**config.mk**
```make
export PLATFORM = sky130hd
export DESIGN_NAME = acc8_core
export DESIGN_NICKNAME = d
export VERILOG_FILES = /design/src/rtl/acc8_pkg.sv /design/src/rtl/acc8_rst_sync.sv /design/src/rtl/acc8_mem.sv /design/src/rtl/acc8_alu.sv /design/src/rtl/acc8_core.sv
export SDC_FILE = /design/constraint.sdc
export NUM_CORES = 2
export LEC_CHECK = 0
export BUFFER_PORTS_ARGS = -buffer_cell sky130_fd_sc_hd__buf_2
export CAP_MARGIN = 20
export CORE_MARGIN = 4
export CORE_UTILIZATION = 40
export CTS_CLUSTER_SIZE = 20
export DETAILED_ROUTE_END_ITERATION = 8
export PLACE_DENSITY = 0.55
export SYNTH_ARGS = -nofsm -noshare
export SYNTH_HDL_FRONTEND = slang
export SYNTH_SLANG_ARGS = --single-unit
```
**constraint.sdc**
```tcl
create_clock -name clk -period 1.9 [get_ports clk]
set_input_delay 0.19 -clock clk [delete_from_list [all_inputs] [get_ports clk]]
set_output_delay 0.19 -clock clk [all_outputs]
set_load 0.01 [all_outputs]
```
**src/rtl/acc8_pkg.sv**
```systemverilog
`timescale 1ns/1ps
package acc8_pkg;

  localparam int OPC_W = 8;

  // opcode values; the high nibble selects the group
  localparam logic [OPC_W-1:0] OP_NOP   = 8'h00;
  localparam logic [OPC_W-1:0] OP_CLR   = 8'h01;
  localparam logic [OPC_W-1:0] OP_LOAD  = 8'h02;
  localparam logic [OPC_W-1:0] OP_STORE = 8'h03;
  localparam logic [OPC_W-1:0] OP_INC   = 8'h10;
  localparam logic [OPC_W-1:0] OP_DEC   = 8'h11;
  localparam logic [OPC_W-1:0] OP_ADD   = 8'h12;
  localparam logic [OPC_W-1:0] OP_SUB   = 8'h13;
  localparam logic [OPC_W-1:0] OP_INV   = 8'h20;
  localparam logic [OPC_W-1:0] OP_AND   = 8'h21;
  localparam logic [OPC_W-1:0] OP_OR    = 8'h22;
  localparam logic [OPC_W-1:0] OP_XOR   = 8'h23;
  localparam logic [OPC_W-1:0] OP_JMP   = 8'h40;
  localparam logic [OPC_W-1:0] OP_BZ    = 8'h41;
  localparam logic [OPC_W-1:0] OP_BNEG  = 8'h42;
  localparam logic [OPC_W-1:0] OP_BSW   = 8'h45;
  localparam logic [OPC_W-1:0] OP_HALT  = 8'hFF;

  typedef enum logic [1:0] {
    PH_OPC = 2'd0,
    PH_OPR = 2'd1,
    PH_EXE = 2'd2
  } phase_e;

endpackage

```
**src/rtl/acc8_rst_sync.sv**
```systemverilog
`timescale 1ns/1ps
module acc8_rst_sync #(
  parameter int STAGES = 2
) (
  input  logic clk,
  input  logic rst_n,
  output logic rst_sync_n
);

  generate
    if (STAGES == 1) begin : g_single
      logic sync_q;
      always_ff @(posedge clk or negedge rst_n) begin
        if (!rst_n) sync_q <= 1'b0;
        else        sync_q <= 1'b1;
      end
      assign rst_sync_n = sync_q;
    end else begin : g_chain
      logic [STAGES-1:0] sync_q;
      always_ff @(posedge clk or negedge rst_n) begin
        if (!rst_n) sync_q <= '0;
        else        sync_q <= {sync_q[STAGES-2:0], 1'b1};
      end
      assign rst_sync_n = sync_q[STAGES-1];
    end
  endgenerate

endmodule

```
**src/rtl/acc8_mem.sv**
```systemverilog
`timescale 1ns/1ps
module acc8_mem #(
  parameter int AW = 8,
  parameter int DW = 8
) (
  input  logic          clk,
  input  logic          wr_en,
  input  logic [AW-1:0] wr_addr,
  input  logic [DW-1:0] wr_data,
  input  logic [AW-1:0] rd_addr,
  output logic [DW-1:0] rd_data
);

  localparam int DEPTH = 1 << AW;

  logic [DW-1:0] cell_q [DEPTH];

  always_ff @(posedge clk) begin
    if (wr_en) cell_q[wr_addr] <= wr_data;
  end

  assign rd_data = cell_q[rd_addr];

endmodule

```
**src/rtl/acc8_alu.sv**
```systemverilog
`timescale 1ns/1ps
module acc8_alu
  import acc8_pkg::*;
#(
  parameter int DW = 8
) (
  input  logic [OPC_W-1:0] opcode,
  input  logic [DW-1:0]    acc,
  input  logic [DW-1:0]    operand,
  input  logic             switch_bit,
  output logic [DW-1:0]    acc_nxt,
  output logic             acc_upd,
  output logic             pc_take,
  output logic             mem_store,
  output logic             halt_req
);

  localparam logic [DW-1:0] ONE = DW'(1);

  always_comb begin
    acc_nxt   = acc;
    acc_upd   = 1'b0;
    pc_take   = 1'b0;
    mem_store = 1'b0;
    halt_req  = 1'b0;
    case (opcode)
      OP_CLR:   begin acc_nxt = '0;             acc_upd = 1'b1; end
      OP_LOAD:  begin acc_nxt = operand;        acc_upd = 1'b1; end
      OP_STORE: mem_store = 1'b1;
      OP_INC:   begin acc_nxt = acc + ONE;      acc_upd = 1'b1; end
      OP_DEC:   begin acc_nxt = acc - ONE;      acc_upd = 1'b1; end
      OP_ADD:   begin acc_nxt = acc + operand;  acc_upd = 1'b1; end
      OP_SUB:   begin acc_nxt = acc - operand;  acc_upd = 1'b1; end
      OP_INV:   begin acc_nxt = ~acc;           acc_upd = 1'b1; end
      OP_AND:   begin acc_nxt = acc & operand;  acc_upd = 1'b1; end
      OP_OR:    begin acc_nxt = acc | operand;  acc_upd = 1'b1; end
      OP_XOR:   begin acc_nxt = acc ^ operand;  acc_upd = 1'b1; end
      OP_JMP:   pc_take = 1'b1;
      OP_BZ:    pc_take = (acc == '0);
      OP_BNEG:  pc_take = acc[DW-1];
      OP_BSW:   pc_take = switch_bit;
      OP_HALT:  halt_req = 1'b1;
      default:  ;  // no-op, including every unlisted value
    endcase
  end

endmodule

```
**src/rtl/acc8_core.sv**
```systemverilog
`timescale 1ns/1ps
module acc8_core
  import acc8_pkg::*;
#(
  parameter int AW          = 8,
  parameter int DW          = 8,
  parameter int SYNC_STAGES = 2
) (
  input  logic          clk,
  input  logic          rst_n,
  input  logic          switch_i,
  input  logic          load_en_i,
  input  logic [AW-1:0] load_addr_i,
  input  logic [DW-1:0] load_data_i,
  output logic          halted_o,
  output logic [AW-1:0] dbg_pc_o,
  output logic [DW-1:0] dbg_ir_o,
  output logic [AW-1:0] dbg_ar_o,
  output logic [DW-1:0] dbg_acc_o,
  output logic [1:0]    dbg_phase_o
);

  localparam logic [AW-1:0] PC_STEP = AW'(1);

  logic          core_rst_n;
  phase_e        ph_q, ph_d;
  logic [AW-1:0] pc_q, pc_d;
  logic [DW-1:0] ir_q, ir_d;
  logic [AW-1:0] ar_q, ar_d;
  logic [DW-1:0] acc_q, acc_d;
  logic          hlt_q, hlt_d;
  logic          core_en;

  logic [AW-1:0] mem_raddr;
  logic [DW-1:0] mem_rdata;
  logic          mem_we;
  logic [AW-1:0] mem_waddr;
  logic [DW-1:0] mem_wdata;

  logic [DW-1:0] alu_acc;
  logic          alu_acc_upd;
  logic          alu_take;
  logic          alu_store;
  logic          alu_halt;

  acc8_rst_sync #(.STAGES(SYNC_STAGES)) u_rst_sync (
    .clk        (clk),
    .rst_n      (rst_n),
    .rst_sync_n (core_rst_n)
  );

  // fetches address by PC, execute addresses by AR
  assign mem_raddr = (ph_q == PH_EXE) ? ar_q : pc_q;

  // during reset only the load port reaches memory; while running only the store opcode does
  always_comb begin
    if (!core_rst_n) begin
      mem_we    = load_en_i;
      mem_waddr = load_addr_i;
      mem_wdata = load_data_i;
    end else begin
      mem_we    = core_en && (ph_q == PH_EXE) && alu_store;
      mem_waddr = ar_q;
      mem_wdata = acc_q;
    end
  end

  acc8_mem #(.AW(AW), .DW(DW)) u_mem (
    .clk     (clk),
    .wr_en   (mem_we),
    .wr_addr (mem_waddr),
    .wr_data (mem_wdata),
    .rd_addr (mem_raddr),
    .rd_data (mem_rdata)
  );

  acc8_alu #(.DW(DW)) u_alu (
    .opcode     (OPC_W'(ir_q)),
    .acc        (acc_q),
    .operand    (mem_rdata),
    .switch_bit (switch_i),
    .acc_nxt    (alu_acc),
    .acc_upd    (alu_acc_upd),
    .pc_take    (alu_take),
    .mem_store  (alu_store),
    .halt_req   (alu_halt)
  );

  assign core_en = !hlt_q;

  // next-state logic
  always_comb begin
    ph_d  = ph_q;
    pc_d  = pc_q;
    ir_d  = ir_q;
    ar_d  = ar_q;
    acc_d = acc_q;
    hlt_d = hlt_q;
    unique case (ph_q)
      PH_OPC: begin
        ir_d = mem_rdata;
        pc_d = pc_q + PC_STEP;
        ph_d = PH_OPR;
      end
      PH_OPR: begin
        ar_d = AW'(mem_rdata);
        pc_d = pc_q + PC_STEP;
        ph_d = PH_EXE;
      end
      PH_EXE: begin
        if (alu_acc_upd) acc_d = alu_acc;
        if (alu_take)    pc_d  = ar_q;
        if (alu_halt)    hlt_d = 1'b1;
        ph_d = PH_OPC;
      end
      default: ph_d = PH_OPC;
    endcase
  end

  // state registers, enabled while not halted
  always_ff @(posedge clk or negedge core_rst_n) begin
    if (!core_rst_n) begin
      ph_q  <= PH_OPC;
      pc_q  <= '0;
      ir_q  <= '0;
      ar_q  <= '0;
      acc_q <= '0;
      hlt_q <= 1'b0;
    end else if (core_en) begin
      ph_q  <= ph_d;
      pc_q  <= pc_d;
      ir_q  <= ir_d;
      ar_q  <= ar_d;
      acc_q <= acc_d;
      hlt_q <= hlt_d;
    end
  end

  assign halted_o    = hlt_q;
  assign dbg_pc_o    = pc_q;
  assign dbg_ir_o    = ir_q;
  assign dbg_ar_o    = ar_q;
  assign dbg_acc_o   = acc_q;
  assign dbg_phase_o = ph_q;

endmodule

```
# Word level (Yosys, flattened, before mapping)
# Memory sizes are Yosys's and may differ from the RTL's.
# Cells that the tools add are included.
[word_totals]
in_bits = 20
elab_cells = 67
reg_bits = 37
mem_bits_rw = 2048
memories = 1
out_inout_bits = 35
[memory_table]
columns = ["name", "depth", "width", "rd", "rd_clocked_by_memory_dff", "wr", "line", "text"]
rows = [
  ["u_mem.cell_q", 256, 8, 1, 0, 1, "acc8_mem.sv:16", "logic [DW-1:0] cell_q [DEPTH];"],
]
[op_classes]
bitwise_logic = 5
eq_ne = 19
addsub = 5
n_mux = 17
n_reduce_logical = 13
[op_table]
columns = ["cell", "count"]
rows = [
  ["8-bit one-hot mux with 10 select lines", 1],
  ["8-bit by 5-bit equality test with 1-bit output (second input constant)", 4],
  ["8-bit by 6-bit equality test with 1-bit output (second input constant)", 4],
  ["8-bit by 7-bit equality test with 1-bit output (second input constant)", 4],
  ["8-bit two-way mux", 4],
  ["8-bit by 1-bit adder with 8-bit output (second input constant)", 2],
  ["8-bit by 2-bit equality test with 1-bit output (second input constant)", 2],
  ["8-bit one-hot mux with 2 select lines", 1],
  ["10-bit nonzero test", 1],
  ["10-bit OR reduction", 1],
  ["1-bit two-way mux", 9],
  ["8-bit adder", 1],
  ["8-bit AND", 1],
  ["8-bit by 1-bit equality test with 1-bit output (second input constant)", 1],
  ["8-bit equality test (second input constant)", 1],
  ["8-bit logical NOT", 1],
  ["8-bit inverter", 1],
  ["8-bit OR", 1],
  ["8-bit by 1-bit subtractor with 8-bit output (second input constant)", 1],
  ["8-bit subtractor", 1],
  ["8-bit XOR", 1],
  ["1-bit one-hot mux with 4 select lines", 1],
  ["2-bit one-hot mux with 2 select lines", 1],
  ["2-bit AND reduction", 2],
  ["11 further kinds", 12],
]

# Depth between registers and ports, before layout
[depth]
depth_word = 6
ltp_mapped = 30
mapped_depth_nobuf = 24

# Modules after synthesis
# Synthesis repeated with hierarchy kept, for this count alone.
[unflattened]
cells_unflattened = 4070
hier_area_um2 = 82633.0
[modules_own_cells]
columns = ["mod", "cells_per_inst", "seq_area_each_um2", "area_each_um2", "n_inst"]
rows = [
  ["acc8_mem", 3725, 61499.0, 79396.1, 1],
  ["acc8_core", 160, 875.8, 1788.0, 1],
  ["acc8_alu", 182, 0.0, 1395.1, 1],
  ["acc8_rst_sync", 3, 50.0, 53.8, 1],
]

# Worst setup path after synthesis
# No wires, ideal clock.
[synth_path]
path_kind = "register to register"
start = "register ph_q[0] (netlist: dbg_phase_o[0])"
end = "register acc_q[7] (netlist: dbg_acc_o[7])"
required_ns = 1.768
path_slack_ns = -3.752
synth_period_minus_slack_ns = 5.652
arrival_ns = 5.521
setup_ns = 0.132
path_stages_with_launch = 28
path_buffers = 4
cell_sequence = "dfrtp_1 nand2b_1 a21oi_2 buf_6 buf_8 buf_8 buf_4 nand2_1 a21oi_1 nor4_1 a21oi_1 nor3_1 nor4_2 inv_1 ha_1 a221oi_1 ha_1 nor2b_1 o21ai_0 a21oi_1 o21ai_0 nand2b_1 a21o_1 a21oi_1 xnor2_1 mux2i_1 a221o_1 or3b_1"
[synth_between]
elab_chain_len = 5
elab_cells_between_ends = 10
cone_classes = "add/sub: 2; eq/ne: 1; mux: 2; bitwise: 3; reduce/logical: 1; memory: 1"
[synth_rtl]
columns = ["item", "line", "text"]
rows = [
  ["start, declared", "acc8_core.sv:26", "phase_e ph_q, ph_d;"],
  ["start signal, assigned", "acc8_core.sv:130", "ph_q <= ph_d;"],
  ["2-bit equality test *", "acc8_core.sv:53", "assign mem_raddr = (ph_q == PH_EXE) ? ar_q : pc_q;"],
  ["8-bit two-way mux *", "acc8_core.sv:53", ""],
  ["memory read 256 x 8 bit *", "n/a", ""],
  ["net mem_rdata[0]", "acc8_core.sv:35", "logic [DW-1:0] mem_rdata;"],
  ["8-bit subtractor / 8-bit adder (equally long branches)", "acc8_alu.sv:33, acc8_alu.sv:32", ""],
  ["8-bit one-hot mux with 10 select lines *", "acc8_alu.sv:26", "case (opcode)"],
  ["end signal, assigned", "acc8_core.sv:127", "acc_q <= '0;"],
  ["end signal, assigned", "acc8_core.sv:134", "acc_q <= acc_d;"],
  ["end, declared", "acc8_core.sv:30", "logic [DW-1:0] acc_q, acc_d;"],
]
# Mark *: on every way through the listed nets, which the timed path passes. The rest lies on a longest branch.
# A chain may end at the register's enable or synchronous reset.

# Final worst setup path
[layout_path]
start = "register ph_q[1] (netlist: dbg_phase_o[1])"
end = "register acc_q[7] (netlist: dbg_acc_o[7])"
[layout_between]
elab_chain_len = 5
elab_cells_between_ends = 10
cone_classes = "add/sub: 2; eq/ne: 1; mux: 2; bitwise: 3; reduce/logical: 1; memory: 1"
[layout_rtl]
columns = ["item", "line", "text"]
rows = [
  ["2-bit equality test *", "acc8_core.sv:53, acc8_core.sv:99", ""],
  ["8-bit two-way mux", "acc8_core.sv:53", ""],
  ["memory read 256 x 8 bit", "n/a", ""],
  ["8-bit subtractor, or another cell as far along", "acc8_alu.sv:33", "OP_SUB: begin acc_nxt = acc - operand; acc_upd = 1'b1; end"],
  ["8-bit one-hot mux with 10 select lines", "acc8_alu.sv:26", ""],
]
# Every way passes the cells marked *; elsewhere a longest branch is shown, timed or not.

==> flow_summary.toml <==
[layout]
postLayoutCellArea_sq_um = 107000
fin_cells = 10162
register_area_sq_um = 62400
drive_above_1_share_pct = 27.1
synthToLayoutAreaGrowth_pct = 27.7
fin_util_pct = 51.3
multi_input_area_sq_um = 21400
n_fill_cell = 17687
final_nets = 7221

[setup_path]
ff2ff_path_depth = 29
cp_max_fo = 7
cp-end-kind = "register"
path_class = "reg -> reg"
critical-path-max-stage-delay_ns = 0.50
setup.worst_path.start = "dbg_phase_o[1]$_DFFE_PN0N_"
crit_slowest_cell = "mux4_2"
r2r-start = "dbg_phase_o[1]$_DFFE_PN0N_"
worstPathArrival_ns = 6.81
cp.required_ns = 2.64
worstSetupStartpointType = "register"
crit_top_cell = "o21ai_1"

[timing]
tightest_slew_ns = 0.704
slew_viol_final = 0
finalSetupViolCount = 4105
finalHoldViolations = 0
setup_ws_ns = -4.17
clock_skew_ns = 0.0319
holdWs_ns = 0.121
max_freq_mhz = 165
rsz0062_at_grt = "yes"
tns_ns = -1971.37
slew_headroom_pct = 52.7
post-route-min-period_ns = 6.07
fin_crit_sh_pct = 320

[drt]
post_drt_wl_per_cell_microns = 30.6
dr.pass1.iters = 7
drc = 0
ant_nets = 0
drt_iter0_drc = 8505
wirelength_microns = 311000
vias_per_cell = 5.80
via_count = 58894

[placement]
port_buffers = 54
place_hpwl_microns = 209000
dp_slack_ns = -5.13
routabilityCongestion = 0.934
dpl_cell_area_sq_um = 97500
dp_cells = 9660

[job]
maxCapViolCount = 0

[worst_hold_path]
hp-class = "in -> reg"
min_from = "switch_i"
min_path_cells = 7

[power]
vdd_ir_drop_max_uv = 1270
swShare_pct = 40.7
leakagePower_nw = 37.9
pwr-share-clk_pct = 20.7
power_mw = 193
intPower_mw = 115
seq_power_share_pct = 28.4
combPwrFrac_pct = 50.8
p_sw_mw = 78.7
p_per_area_nw_per_um2 = 1800

[floorplan]
rows = 168
die-area_sq_um = 218000
die_w_microns = 467
floorplan.initialDensity_pct = 40.2
die_height_microns = 467
coreArea_sq_um = 209000
num_io_pins = 55

[grt]
grt.overflow.total = 0
gr-usage-all-layers_pct = 27.8
antenna_found_initial = 10
grt_max_degree = 78
grt_pass1_wl_microns = 430000
grt_pass1_vias = 55743

[logic_synthesis]
yosys.cell_types.count = 88
yosysSeqAreaShare_pct = 74.2
synth_cells = 5956
ys_seq_elements = 2085
synth_edf_count = 2048
yosys.area_share.adder_pct = 0.381
async_flop_share_pct = 1.77
synth_top_family_by_area = "simple AND/OR/NAND/NOR gates"
synthSimpleGateAreaFrac_pct = 11.9
syn_area_sq_um = 84100
syn_avg_cell_area_sq_um = 14.1
synth_compound_area_share_pct = 5.86
synthMuxAreaShare_pct = 5.09
synthXorXnorAreaFrac_pct = 0.0937
synth.yosys.warnings = 0
synth-main-ff-cell = "edfxtp_1"
syn_nets = 6001

[clock_network]
htreeDepth = 4
cts-buffers-inserted = 210
root_buffer = "clkbuf_16"
clkSinkCount = 2085
tritoncts = "yes"
clk_latency_ns = 0.87
cts.path.max_buffers = 3
clk_pin_slew_ns = 0.06

[status]
outcome = "complete, but fails checks"
violations = "setup timing"
## layout make-up
class	count	area share [%]
clock inverter	137	0.992
sequential	2085	58.1
tap	2805	3.27
multi-input combinational	3468	19.9
clock buffer	250	5.11
antenna	6	0.0140
inverter	31	0.113
timing repair buffer	1380	12.4
## repair_timing
action / in CTS / in global routing
hold buffers: 10 / 0
resized for setup: 255 / 209
cloned: 11 / 7
endpoints found under the hold margin: 58 / 0
setup endpoints to repair: 4108 / 4114
buffers inserted: 62 / 26
pin swaps: 76 / 71
## cell families after synthesis
group	count (synthesis)
flops	2085
fa+ha+maj	25
mux	351
simple gates	2335
other cells	1
buf+inv	404
compound gates	746
xor+xnor	9
## worst max-delay path: cells and delay by family (launching register included)
family / cells / cell delay, ns
xor gates and xnor gates: 1 / 0.11
AOI/OAI and AO/OA: 13 / 2.32
muxes: 2 / 0.58
DFF: 1 / 0.42
and+or+nand+nor: 5 / 1.19
buffers and inverters: 6 / 0.83
adders and majority gates: 2 / 0.47
## cell usage in the layout (no fill, tap or decap), types with 28 or more instances in the layout
cell type  count
a31oi_1      129
clkbuf_16    221
nor2_4        43
a22oi_1       33
mux4_2        56
nand4_1      134
clkbuf_1      36
mux2i_1      247
edfxtp_1    2048
inv_1         28
nor2_1       291
a21oi_1      182
clkinv_1      57
nand3_1      395
buf_6         83
nand2_1     1299
buf_2         54
o21ai_0       63
buf_12       170
o22ai_1       41
buf_4       1016
a32oi_1       75
clkinv_2      43
o221ai_1      44
dfrtp_1       34
## power groups by stage
stage / combinational (mW) / sequential, mW / clock (mW)
2_1_floorplan: 38.1 / 56.2 / 0
3_3_place_gp: 85.6 / 55.8 / 0
3_5_place_dp: 85.9 / 55.8 / 0
4_1_cts: 93.2 / 54.9 / 40.5
5_1_grt: 102 / 54.9 / 42.4
6_report: 98.2 / 54.9 / 40.1
## layer usage
metal | track usage (%) | wire (microns) | part of all wire (%) | up-vias
met1 | 39.9 | 126000 | 41 | 29874
li1 | - | - | - | 25001
met2 | 41.8 | 138000 | 44 | 3467
met5 | 0 | 46 | 0.015 | -
met3 | 5.96 | 34200 | 11 | 544
met4 | 10.0 | 12000 | 3.9 | 8
## synth_stat cells (15+ instances only)
cell type | count | area, sq um
edfxtp_1 | 2048 | 61500
nand2_1 | 1321 | 4960
nand3_1 | 402 | 2010
nor2_1 | 344 | 1290
mux2i_1 | 265 | 2650
a21oi_1 | 206 | 1030
buf_2 | 145 | 726
clkbuf_1 | 140 | 526
a31oi_1 | 135 | 845
nand4_1 | 134 | 838
o21ai_0 | 89 | 445
a32oi_1 | 78 | 683
mux4_2 | 56 | 1260
o221ai_1 | 47 | 412
o22ai_1 | 44 | 275
buf_4 | 39 | 293
dfrtp_1 | 37 | 926
nor4_1 | 36 | 225
a22oi_1 | 35 | 263
inv_1 | 30 | 113
mux2_2 | 26 | 293
buf_1 | 25 | 93.8
nor3_1 | 25 | 125
ha_1 | 24 | 300
buf_6 | 21 | 236
a221oi_1 | 19 | 166
a211oi_1 | 15 | 113
## path summary, 6_finish.rpt
path	to	slack [ns]
setup / recovery	dbg_acc_o[7]$_DFFE_PN0P_	-4.17
hold / removal	dbg_pc_o[5]$_DFFE_PN0P_	0.12
setup reg to reg	dbg_acc_o[7]$_DFFE_PN0P_	-4.17
hold reg to reg	u_rst_sync.g_chain.sync_q[1]$_DFF_PN0_	0.36
max in group asynchronous	dbg_acc_o[4]$_DFFE_PN0P_	1.10
min in group asynchronous	u_rst_sync.g_chain.sync_q[1]$_DFF_PN0_	0.19
## state kept, by name, summed over array words and instances (netlist names)
name and count:
dbg_ar_o 8, u_rst_sync.g_chain.sync_q 2, dbg_pc_o 8, dbg_acc_o 8
halted_o 1, u_mem.cell_q 2048, dbg_ir_o 8, dbg_phase_o 2
(Power assumes the default switching activity.)
